### src/rtl/uart_core.sv
module uart_core (
  input  logic       clk,
  input  logic       rst_n,
  input  logic       wr_en,
  input  logic       rd_en,
  input  logic [2:0] addr,
  input  logic [7:0] wdata,
  output logic [7:0] rdata,
  output logic       txd,
  input  logic       rxd,
  output logic       irq_tx,
  output logic       irq_rx
);

  localparam logic [2:0] A_DATA = 3'd0, A_CTRL = 3'd1, A_DLO = 3'd2, A_DHI = 3'd3, A_STAT = 3'd4;

  typedef enum logic [2:0] {R_IDLE, R_START, R_DATA, R_PAR, R_STOP} rx_state_t;

  logic [6:0]  ctrl;
  logic [7:0]  dlo, dhi;
  logic [15:0] bcnt;
  logic        tick;

  logic        wr_tx, rd_rx, rd_st;
  logic [3:0]  nbits;
  logic        par_en, par_odd, stop2;

  logic [7:0]  thr;
  logic        thr_full, tx_busy, tx_load;
  logic [11:0] tsh, tframe;
  logic [3:0]  trem, tcnt, tflen;
  logic        tpar;

  logic        rs1, rs2;
  rx_state_t   rstate;
  logic [3:0]  rcnt;
  logic [2:0]  ridx;
  logic [7:0]  rsh, rbr;
  logic        rpar, rx_ready, perr, ferr, ovr;
  logic        rx_done, rpar_bad;

  assign wr_tx = wr_en && addr == A_DATA;
  assign rd_rx = rd_en && addr == A_DATA;
  assign rd_st = rd_en && addr == A_STAT;

  assign nbits   = 4'd5 + {2'b00, ctrl[1:0]};
  assign stop2   = ctrl[2];
  assign par_en  = ctrl[3] ^ ctrl[4];
  assign par_odd = ctrl[4];

  // register file
  always_ff @(posedge clk or negedge rst_n) begin
    if (!rst_n) begin
      ctrl <= 7'h03;
      dlo  <= 8'h01;
      dhi  <= 8'h00;
    end else if (wr_en) begin
      case (addr)
        A_CTRL:  ctrl <= wdata[6:0];
        A_DLO:   dlo  <= wdata;
        A_DHI:   dhi  <= wdata;
        default: ;
      endcase
    end
  end

  always_comb begin
    case (addr)
      A_DATA:  rdata = rbr;
      A_CTRL:  rdata = {1'b0, ctrl};
      A_DLO:   rdata = dlo;
      A_DHI:   rdata = dhi;
      A_STAT:  rdata = {2'b00, ovr, ferr, perr, !tx_busy && !thr_full, !thr_full, rx_ready};
      default: rdata = 8'h00;
    endcase
  end

  // oversampling tick: a divisor of zero wraps to 65536
  assign tick = (bcnt == 16'd0);

  always_ff @(posedge clk or negedge rst_n) begin
    if (!rst_n) bcnt <= 16'd0;
    else        bcnt <= tick ? ({dhi, dlo} - 16'd1) : (bcnt - 16'd1);
  end

  // transmit path
  always_comb begin
    tframe    = '1;
    tframe[0] = 1'b0;
    tpar      = par_odd;
    for (int i = 0; i < 8; i++) begin
      if (4'(i) < nbits) begin
        tframe[i + 1] = thr[i];
        tpar          = tpar ^ thr[i];
      end
    end
    if (par_en) tframe[nbits + 4'd1] = tpar;
  end

  assign tflen   = 4'd2 + nbits + {3'b000, par_en} + {3'b000, stop2};
  assign tx_load = tick && !tx_busy && thr_full;

  always_ff @(posedge clk or negedge rst_n) begin
    if (!rst_n) begin
      thr      <= 8'h00;
      thr_full <= 1'b0;
    end else begin
      if (tx_load) thr_full <= 1'b0;
      if (wr_tx) begin
        thr      <= wdata;
        thr_full <= 1'b1;
      end
    end
  end

  always_ff @(posedge clk or negedge rst_n) begin
    if (!rst_n) begin
      tx_busy <= 1'b0;
      tsh     <= '1;
      trem    <= 4'd0;
      tcnt    <= 4'd0;
    end else if (tx_load) begin
      tx_busy <= 1'b1;
      tsh     <= tframe;
      trem    <= tflen;
      tcnt    <= 4'd0;
    end else if (tick && tx_busy) begin
      tcnt <= tcnt + 4'd1;
      if (tcnt == 4'd15) begin
        tsh  <= {1'b1, tsh[11:1]};
        trem <= trem - 4'd1;
        if (trem == 4'd1) tx_busy <= 1'b0;
      end
    end
  end

  assign txd = tx_busy ? tsh[0] : 1'b1;

  // receive path
  always_ff @(posedge clk or negedge rst_n) begin
    if (!rst_n) {rs1, rs2} <= 2'b11;
    else        {rs1, rs2} <= {rxd, rs1};
  end

  assign rx_done  = tick && rstate == R_STOP && rcnt == 4'd15;
  assign rpar_bad = par_en && ((^rsh) ^ rpar ^ par_odd);

  always_ff @(posedge clk or negedge rst_n) begin
    if (!rst_n) begin
      rstate <= R_IDLE;
      rcnt   <= 4'd0;
      ridx   <= 3'd0;
      rsh    <= 8'h00;
      rpar   <= 1'b0;
    end else if (tick) begin
      case (rstate)
        R_IDLE: if (!rs2) begin
          rstate <= R_START;
          rcnt   <= 4'd0;
        end
        R_START: begin
          if (rcnt == 4'd7) begin
            if (!rs2) begin
              rstate <= R_DATA;
              rcnt   <= 4'd0;
              ridx   <= 3'd0;
              rsh    <= 8'h00;
            end else rstate <= R_IDLE;
          end else rcnt <= rcnt + 4'd1;
        end
        R_DATA: begin
          rcnt <= rcnt + 4'd1;
          if (rcnt == 4'd15) begin
            rsh[ridx] <= rs2;
            if ({1'b0, ridx} == nbits - 4'd1) rstate <= par_en ? R_PAR : R_STOP;
            else ridx <= ridx + 3'd1;
          end
        end
        R_PAR: begin
          rcnt <= rcnt + 4'd1;
          if (rcnt == 4'd15) begin
            rpar   <= rs2;
            rstate <= R_STOP;
          end
        end
        R_STOP: begin
          rcnt <= rcnt + 4'd1;
          if (rcnt == 4'd15) rstate <= R_IDLE;
        end
        default: rstate <= R_IDLE;
      endcase
    end
  end

  always_ff @(posedge clk or negedge rst_n) begin
    if (!rst_n) begin
      rbr      <= 8'h00;
      rx_ready <= 1'b0;
      perr     <= 1'b0;
      ferr     <= 1'b0;
      ovr      <= 1'b0;
    end else begin
      if (rd_st) {perr, ferr, ovr} <= 3'b000;
      if (rd_rx) rx_ready <= 1'b0;
      if (rx_done) begin
        rbr      <= rsh;
        rx_ready <= 1'b1;
        if (rpar_bad) perr <= 1'b1;
        if (!rs2) ferr <= 1'b1;
        if (rx_ready && !rd_rx) ovr <= 1'b1;
      end
    end
  end

  assign irq_tx = ctrl[5] && !thr_full;
  assign irq_rx = ctrl[6] && rx_ready;

  AST_TX_START_LOW: assert property (@(posedge clk) disable iff (!rst_n) tx_load |=> (tx_busy && !txd));
  AST_TX_BIT_HELD: assert property (@(posedge clk) disable iff (!rst_n) (tx_busy && !(tick && tcnt == 4'd15)) |=> $stable(txd));
  AST_THR_DRAINS: assert property (@(posedge clk) disable iff (!rst_n) (tx_load && !wr_tx) |=> !thr_full);
  AST_RX_READ_CLEARS: assert property (@(posedge clk) disable iff (!rst_n) (rd_rx && !rx_done) |=> !rx_ready);
  AST_STATUS_READ_CLEARS: assert property (@(posedge clk) disable iff (!rst_n) (rd_st && !rx_done) |=> !(perr || ferr || ovr));
  AST_OVERRUN_SETS: assert property (@(posedge clk) disable iff (!rst_n) (rx_done && rx_ready && !rd_rx) |=> ovr);

endmodule

### config.mk
export PLATFORM = sky130hd
export DESIGN_NAME = uart_core
export DESIGN_NICKNAME = d
export VERILOG_FILES = /design/src/rtl/uart_core.sv
export SDC_FILE = /design/constraint.sdc
export NUM_CORES = 1
export LEC_CHECK = 0
export CAP_MARGIN = 20
export CORE_UTILIZATION = 60
export CTS_CLUSTER_DIAMETER = 200
export DETAILED_ROUTE_END_ITERATION = 7
export DONT_BUFFER_PORTS = 1
export HOLD_SLACK_MARGIN = 0.02
export PLACE_DENSITY_LB_ADDON = 0.05
export RECOVER_POWER = 100
export SYNTH_ARGS = -nofsm -noshare
export SYNTH_HDL_FRONTEND = slang
export SYNTH_SLANG_ARGS = --single-unit
### constraint.sdc
create_clock -name clk -period 7.1 [get_ports clk]
set_input_delay 0.71 -clock clk [delete_from_list [all_inputs] [get_ports clk]]
set_output_delay 0.71 -clock clk [all_outputs]
set_load 0.02 [all_outputs]
## After elaboration in Yosys (flattened, before gate mapping)

Index checks and enable logic that the tools add are counted.

| word-level totals | value |
|---|---|
| register bits after elaboration | 102 |
| latch bits | 0 |
| memory bits (writable) | 0 |
| memory bits (read-only) | 0 |
| input port bits | 16 |
| output and inout bits | 11 |
| word-level logic and storage cells | 190 |
| memories | 0 |

| cells by class | value |
|---|---|
| $add $sub $neg | 12 |
| multiply operators | 0 |
| divide/modulo/power cells | 0 |
| magnitude comparators | 12 |
| eq/ne operators | 21 |
| shifts and indexed selects | 0 |
| multiplexer cells | 72 |
| bitwise gates (word level) | 11 |
| reductions and logical operators | 40 |

Operator list:

| cell | number |
|---|---|
| $mux 12 | 4 |
| $pmux 8 s5 | 1 |
| $mux 1 | 36 |
| $mux 3 | 11 |
| $sub 16x1->16 const B | 2 |
| $mux 4 | 7 |
| $mux 8 | 3 |
| $logic_not 16->1 | 1 |
| $lt 3x4->1 const A | 4 |
| $mux 16 | 1 |
| $pmux 8 s2 | 1 |
| $logic_and 1x1->1 | 15 |
| $pmux 3 s5 | 1 |
| $ne 2x2->1 const B | 7 |
| $add 4x1->4 const B | 3 |
| $bwmux 12 | 1 |
| $eq 3x2->1 const B | 4 |
| $pmux 4 s3 | 1 |
| $reduce_bool 2->1 | 6 |
| $xor 1x1->1 | 11 |
| $reduce_and 2->1 | 5 |
| $add 4x1->4 | 2 |
| $bwmux 8 | 1 |
| $eq 4x4->1 const B | 2 |
| other kinds (29) | 38 |

## Depth between registers and ports, before layout

Gate-level depths: netlist of run 1.

| depth | value |
|---|---|
| depth after elaboration | 20 |
| gate-level depth with buffers | 12 |
| depth with buffers taken out | 10 |

## Least setup slack after synthesis of run 1

OpenSTA, ideal clock, no wires.

| timing path | value |
|---|---|
| path type | register to register |
| from | reg bcnt[2] |
| to | reg bcnt[8] |
| library setup time | 0.104 ns |
| arrival time | 3.062 ns |
| data required time | 6.996 ns |
| path slack | 3.934 ns |
| cell stages (with the launch flop) | 13 |
| buffers on the path | 2 |
| clock period less this slack | 3.166 ns |
| cell sequence | dfrtp_1 nor4_4 nand2b_1 clkbuf_1 nor2_1 clkbuf_1 a21oi_1 ha_1 or4b_1 or4_1 a31oi_1 o21ai_0 a221oi_1 |

| on the way | value |
|---|---|
| word-level cells in the longest chain between the ends | 2 |
| elaborated cells between the ends (all ways) | 3 |
| those cells by class | add/sub: 1; mux: 1; reduce/logical: 1 |

Ends and longest elaborated chain:

| item | RTL line | text |
|---|---|---|
| from (decl) | 21 | `logic [15:0] bcnt;` |
| from (signal assigned) | 83 | `else bcnt <= tick ? ({dhi, dlo} - 16'd1) : (bcnt - 16'd1);` |
| $sub 16x1->16 or $logic_not 16->1 (tied branches) | 83, 79 |  |
| $mux 16 * | 83 |  |

Every way passes the cells marked *; elsewhere a longest branch is shown, timed or not.
A chain may end at the register's enable or synchronous reset.

## Worst setup path after layout of run 1

| timing path | value |
|---|---|
| from | reg bcnt[5] |
| to | reg rbr[0] |

| on the way | value |
|---|---|
| word-level cells in the longest chain between the ends | 3 |

Ends and longest elaborated chain:

| item | RTL line | text |
|---|---|---|
| $logic_not 16->1 | 79 | `assign tick = (bcnt == 16'd0);` |
| $logic_and 1x1->1 (2 in series) | 145 | `assign rx_done = tick && rstate == R_STOP && rcnt == 4'd15;` |
| to (signal assigned) | 206 | `rbr <= rsh;` |
| to (decl) | 38 | `logic [7:0] rsh, rbr;` |

Every way passes these cells.

==> impl_summary.md, run 1 <==
Clocking
The clock sink count is 102. The H-tree depth reported by CTS is 3. The clock passes through at most 2 buffers.

At the later pin of the worst-skew pair, clock insertion delay measures 380 ps. The root buffer cell is clkbuf_8. TritonCTS built the clock tree.

Clock tree synthesis inserted a total of 9 buffers. The count of instances resized after the clock tree is built is 0. Clock-pin slew was measured on the worst setup and hold paths at around 110 ps.

Logic synthesis
Counting flops and latches in the post-synthesis netlist gives between 100 and 150. Summing every instance area after synthesis gives 5847 µm². Of the total synthesized cell area, the portion taken by XOR and XNOR cells is 5.114%. After Yosys synthesis, and, or, nand and nor cells account for 15.62% of the synthesized area.

The flip-flop cell with the highest count after synthesis is dfrtp_1. Synthesis instantiated 67 different standard cells from the library. The count of flip-flops with a built-in enable after synthesis is 0. The mean post-synth cell area is 10.31 µm². Measured against the total synthesized area, the mux share comes to 12.33%. The part of the Yosys area used for sequential elements is 44.02%. The total of warnings raised by yosys is 0. The fraction of the mapped netlist area in compound gates is between 15 and 20%. The largest family of logic cells by synthesized area is simple AND/OR/NAND/NOR gates.

The synthesized netlist net count is 601. The fraction of the mapped netlist area in adder cells is 3.980%. In the synthesized netlist the async set-or-reset flop fraction comes to 100.0%. The number of instances in the synthesized netlist is 567.

Setup path
Measured in cells, the most critical reg-to-reg path has a length of 6. The worst setup path is captured at a flip-flop. The slowest stage of the critical path belongs to the cell clkbuf_1. The required time at the worst-slack endpoint is 7360 ps. For this run, the slowest stage of the critical path takes 750 ps. The critical path's most frequent cell is nand3_1. The type of origin of the critical path is a flip-flop.

The arrival time at the worst endpoint is 4370 ps. The peak fanout along the critical path is 19. The signal on the critical path passes through nor4_1 > nand3_1 > nor2_1 > clkbuf_1 > nand3_1 > mux2_2.

The start of the worst register-to-register path is bcnt[5]. The capture point of the worst reg-to-reg path is rbr[0]. The register-to-register path setup slack is 2990 ps. The worst setup path is of the reg -> reg kind.

Layout
The net total in the final layout is 582. The final instance count without filler cells is between 600 and 700. The filler cell count in the final layout is 743.

The fraction of final layout cells sized beyond drive strength 1 is approximately 16%. The register cell area after layout is about 2600 µm². The multi-input combinational cells in the finished layout cover a total of 3049 µm².

The diode insertion count for antenna repair is 0. The post-synthesis to final-layout area growth is 3.938%.

Timing
The timing-limited maximum frequency is 243.3 MHz. After layout, the worst path uses 57.89% of the clock period. In this run the tightest slew margin relative to its limit is 36.56%. The clock period minus worst slack is 4110 ps. Setup violations remaining at the end of the flow were counted as 0. The slew at the pin closest to its max-slew limit is about 950 ps. Setup repair after global routing left no endpoint under its margin. The worst clock skew on the final layout is between 10 and 15 ps. In the final timing run, aggregate negative setup slack is 0 ps.

The number of pins exceeding their max-slew limit in the final report is 0. The final hold violation count is 0.

Global route
The initial antenna violation count is 0. The via count of the first global-routing pass was 4354. Entering global routing, the biggest net connects 86 pins.

The first global-routing pass estimated ~23 mm of wire. The aggregate global routing overflow is 0. The overall global routing resource usage is 29.91%.

Drt
The total via count in the routed design is 4430. The detailed-routing iteration count for the pre-antenna-repair pass is 5. The routed wire length is 14.00 mm. The routed wirelength normalized by instance count is 20.52 µm. The DRC violations left is 0. The detailed-route vias per instance is 6.496.

The post-route antenna net violation count is 0. The number of violations reported at the end of detailed-routing iteration 0 is 312.

Floorplanning
Once the floorplan was initialized, standard cells occupied 62.68% of the core. During I/O placement, the number of pins put on the boundary was 27. The initialized floorplan defines 35 standard-cell rows. The die area is 10140 µm². The placeable core region is 9328 µm².

The die is around 100 µm wide. The die is 100.7 µm tall.

Place
The final HPWL from detailed placement is between 9 and 10 mm. The global placer's final weighted congestion is 0.9221. The number of buffers inserted by port buffering is 0. The number of placed instances, taps included is 665.

Flow run
The tool flagged a number of max-cap violations equal to 0.

Pwr
The power density over the cells is 249.8 nW/µm². The largest voltage drop on the vdd net is roughly 210 µV. The leakage power summed over all cells is 2.521 nW.

Min path
The path category of the worst min-delay check is in -> async.

Status
The run finished with clean final reports.
cells by family after synthesis:
group | count (synthesis)
xor gates and xnor gates | 31
AOI/OAI and AO/OA | 139
buffers and inverters | 53
and+or+nand+nor | 160
muxes | 64
adders and majority gates | 18
DFF | 102
repair_timing:
item / CTS / global route
hold buffers: 1 / 0
setup buffers: 0 / 0
hold endpoints to repair: 85 / 0
report_power, final:
group	total [W]	switching, W	internal [W]	leakage, nW
logic	0.000366	0.000191	0.000176	1.20
clock network	0.000348	0.000216	0.000131	0.0866
registers	0.000805	0.000132	0.000672	1.24
Yosys cell counts, types with 3 or more instances:
master	n	area share, %
nand2_1	24	1.5
clkbuf_1	28	1.8
a22oi_1	10	1.3
a211oi_1	6	0.77
o31ai_1	4	0.51
nor4_1	9	0.96
nor2_1	30	1.9
o22ai_1	6	0.64
buf_2	3	0.26
ha_1	17	3.6
mux2i_1	18	3.1
dfrtp_1	85	36
nand4_1	5	0.53
or4_1	5	0.64
xnor2_1	20	3.0
and3_1	4	0.43
nand3b_1	5	0.64
o21ai_0	43	3.7
inv_1	19	1.2
nor2b_1	11	1.2
a31oi_1	13	1.4
xor2_1	9	1.3
nand3_1	13	1.1
nand2b_1	11	1.2
a21o_1	3	0.39
a22o_1	4	0.60
dfstp_2	17	7.6
nor3_1	18	1.5
or3_1	3	0.32
mux2_2	44	8.5
and2_1	3	0.32
a21oi_1	19	1.6
o211ai_1	8	1.0
nor3b_1	4	0.51
layer usage:
layer	up-vias	GRT usage [%]	part of all wire, %
li1	2047	-	-
met1	2177	42.16	44
met2	187	44.73	46
met3	19	7.975	8.9
met4	0	10.48	1.0
met5	-	0	0
layout make-up:
class,instances,area share [%]
Clock buffer,9,2.038
Multi-Input combinational cell,412,50.17
Inverter,19,1.174
Timing Repair Buffer,4,0.7000
Tap cell,129,2.656
Clock inverter,7,0.9059
Sequential cell,102,42.35
worst max path at each step:
stage / from / endpoint / slack (ps) / depth (start not counted)
after floorplan: bcnt[2] / bcnt[8] / 3930 / 12
after global placement: bcnt[2] / bcnt[12] / 3980 / 10
after detailed placement: bcnt[2] / bcnt[8] / 3750 / 10
after CTS: bcnt[2] / bcnt[8] / 3750 / 10
after global routing: bcnt[5] / rbr[6] / 2710 / 6
final: bcnt[5] / rbr[0] / 2990 / 6
critical path: cells and delay by family, from the launching register on:
kind,cells,cell delay [ps]
mux,1,450
buf+inv,1,750
flops,1,450
simple gates,4,2340
through the flow:
| step | setup WS (ps) | cell area [µm²] | utilization (%) | hold WS (ps) | total power [W] |
|---|---|---|---|---|---|
| 2_1_floorplan | 3934 | 5847 | - | 345.2 | 0.001075 |
| 3_3_place_gp | 3981 | 5898 | 63.23 | 347.5 | 0.001157 |
| 3_5_place_dp | 3746 | 5898 | 63.23 | 349.9 | 0.001171 |
| 4_1_cts | 3755 | 6105 | 65.45 | 153.0 | 0.001529 |
| 5_1_grt | 2706 | 6077 | 65.15 | 142.0 | 0.001597 |
| 6_report | 2990 | 6077 | 65.15 | 164.8 | 0.001518 |
layout by cell type, fill, tap and decap left out, types with 8 or more instances in the layout:
cell      count
o21ai_0      43
nand2_1      24
mux2i_1      18
a21oi_1      19
nor2_1       30
xor2_1        9
nor3_1       18
mux2_2       43
nor2b_1      11
dfstp_2      16
o211ai_1      8
inv_1        19
a22oi_1      10
a31oi_1      13
clkbuf_8      9
nor4_1       10
nand2b_1     11
ha_1         17
xnor2_1      20
nand3_1      14
dfrtp_1      85
state kept, by name, indices dropped and copies added (netlist names), 4 cells and up:
register and count:
bcnt 16, ctrl 7, dhi 8, dlo 8, rbr 8, rcnt 4
rsh 8, tcnt 4, thr 8, trem 4, tsh 12
Power figures use the tool's default switching activity.
==> run 2: changes to the inputs <==
clock period = 3.8 ns   (was 7.1 ns; I/O delays follow)
==> impl_summary.md, run 2 (synthesized netlist as in run 1, its figures left out) <==
Status
The flow ran to the end, but the final reports show violations. The final reports fail on capacitance limit, slew limit.

Global route
Entering global routing, the biggest net connects between 100 and 150 pins. The first-pass GRT wire length is 22.74 mm. The initial antenna violation count is 0. The via count of the first global-routing pass is 4261. The aggregate global routing overflow is 0.

The overall global routing resource usage is 29.57%.

Drt
After detailed routing, the number of vias per cell comes to between 6 and 7. The post-route antenna net violation count is 0. The routed wirelength normalized by instance count is 19.94 µm. The routed wire length is 13.72 mm. For this block, the via count after detailed routing is 4418.

The number of violations reported at the end of detailed-routing iteration 0 is 243. The detailed-routing iteration count for the pre-antenna-repair pass is 5. For this run, design rule violations remaining after detail routing come to 0.

Layout
The top cell types in the final layout, fill and taps aside, are dfrtp_1 (85), mux2_2 (43), o21ai_0 (43). The net total in the final layout is about 590. The final instance count without filler cells is 688.

The fraction of final layout cells sized beyond drive strength 1 is approximately 16%. The register ranked first by flip-flop count is bcnt. The diode insertion count for antenna repair is 0. The register cell area after layout is ~2600 µm².

The multi-input combinational cells in the finished layout cover a total of 3048 µm². Leaving out fill and tap cells, the most frequent cell in the layout is dfrtp_1. The flip-flop count of the largest register after layout is 16. The post-synthesis to final-layout area growth is 5.243%. The largest registers in the layout are bcnt: 16 flops, tsh: 12 flops. After filler insertion, the fill cell instance count of the layout stands at about 760.

Place
Detailed placement ended at an HPWL of 9.716 mm. The number of placed instances, taps included is 669. The global placer's final weighted congestion is approximately 0.87. Buffers placed on the I/O ports in this run total 0.

Clocking
CTS built an H-tree with a depth of 3. The clock transition at the registers of the reported paths is 90 ps. The worst-skew pair later-pin latency is 370 ps. In this run, post-CTS repair resized a total of 0 instances. The number of post-CTS setup repair buffers is 0.

The clock passes through at most 2 buffers. The root buffer cell chosen for the clock tree is clkbuf_8. The number of buffers added by the clock tree synthesis step is 9.

The clock sink count is just over 100. TritonCTS built the clock tree. The number of hold buffers added after CTS was 3.

Timing
Setup repair after global routing left no endpoint under its margin. The clock period minus worst slack is ~3100 ps. After layout, the worst path uses 82.23% of the clock period. The timing-limited maximum frequency is 320.0 MHz. The setup violation total in the final timing report is 0. The worst pin sits at a relative slew slack of -65.37%. The number of pins exceeding their max-slew limit in the final report came to 103. The worst clock skew on the final layout is 5.212 ps.

The final hold violation count is 0. Summed over all failing endpoints, the final setup total negative slack is 0 ps. At the pin with the least slew margin, the transition time is 2481 ps.

Floorplanning
The die area is 10140 µm². Measured along the y axis, the die boundary spans 100.7 µm. The die width is 100.7 µm.

The row count is 35. In this run the standard cell core region covers 9328 µm². Once the floorplan was initialized, standard cells occupied 62.68% of the core.

The top-level I/O count is 27.

Pwr
In this run the static leakage power is 2.566 nW. For this design the ratio of total power to cell area is 483.3 nW/µm². The worst-case IR drop observed on VDD is 347.7 µV.

Setup path
STA classifies the critical path startpoint as a flip-flop. The number of cells on the worst reg-to-reg path is 6. Data on the critical path is required at its endpoint by 4090 ps.

The capturing element type of the critical path is a flip-flop. Data on the critical path arrives at its endpoint at 3410 ps. The peak fanout along the critical path is 17.

The critical path class is reg -> reg. The register-to-register path setup slack is 680 ps.

Flow run
The number of max-capacitance violations reported is 1.

Min path
The tightest min-delay check is of the in -> reg type. The worst hold path was traced through 2 stages.
[run 2: cell types whose count changed in the layout (fill, tap and decap cells not counted), sizes merged]
cell         before  now
dlygate4sd3       0    2
clkinvlp          2    1
clkbuf           11   15
inv              22   19
buf               2    4
bufinv            0    2
[run 2: through the flow]
stage	hold WS [ps]	worst slack, ps	util (%)	total power [W]	cell area (µm²)
2_1_floorplan	84.41	633.9	-	0.002008	5847
6_report	131.4	675.3	65.97	0.002974	6153
3_5_place_dp	88.55	958.3	63.55	0.002193	5928
4_1_cts	108.4	943.5	66.56	0.003010	6208
3_3_place_gp	87.64	1102	63.55	0.002167	5928
5_1_grt	133.2	418.9	65.97	0.003120	6153
[run 2: final timing paths]
kind	from	end
max	bcnt[5]	tsh[9]
max reg2reg	bcnt[5]	tsh[9]
min in group asynchronous	rst_n	trem[2]
min reg2reg	rs1	rs2
min	wdata[3]	dlo[3]
max in group asynchronous	rst_n	ridx[0]
[run 2: critical path, cell delays in order, from the launching register on]
cell	delay, ps
dfrtp_1	450
nor4_1	550
nand3_2	160
clkbuf_1	440
or4_1	790
nor3_1	480
a22oi_1	160
[run 2: metal layers]
layer / wire length [µm] / part of all wire, % / vias up / global-route usage, %
li1: - / - / 2064 / -
met1: 6310 / 46 / 2215 / 41.57
met2: 6379 / 47 / 121 / 46.10
met3: 795 / 5.8 / 18 / 6.241
met4: 232 / 1.7 / 0 / 9.365
met5: 0 / 0 / - / 0
[run 2: area by class of cell]
class                   count  share of cell area [%]
clock buffers              11                   2.460
clock inverters             5                   1.322
inverters                  19                   1.159
multi-input cells         412                   49.53
flip-flops and latches    102                   41.83
well taps                 129                   2.623
repair buffers             10                   1.078
[run 2: report_power, final]
| part | internal [W] | leakage [nW] | switching [W] |
|---|---|---|---|
| sequential | 0.00126 | 1.24 | 0.000229 |
| clock | 0.000407 | 0.116 | 0.000383 |
| combinational | 0.000331 | 1.21 | 0.000367 |
| total | 0.00199 | 2.57 | 0.000980 |
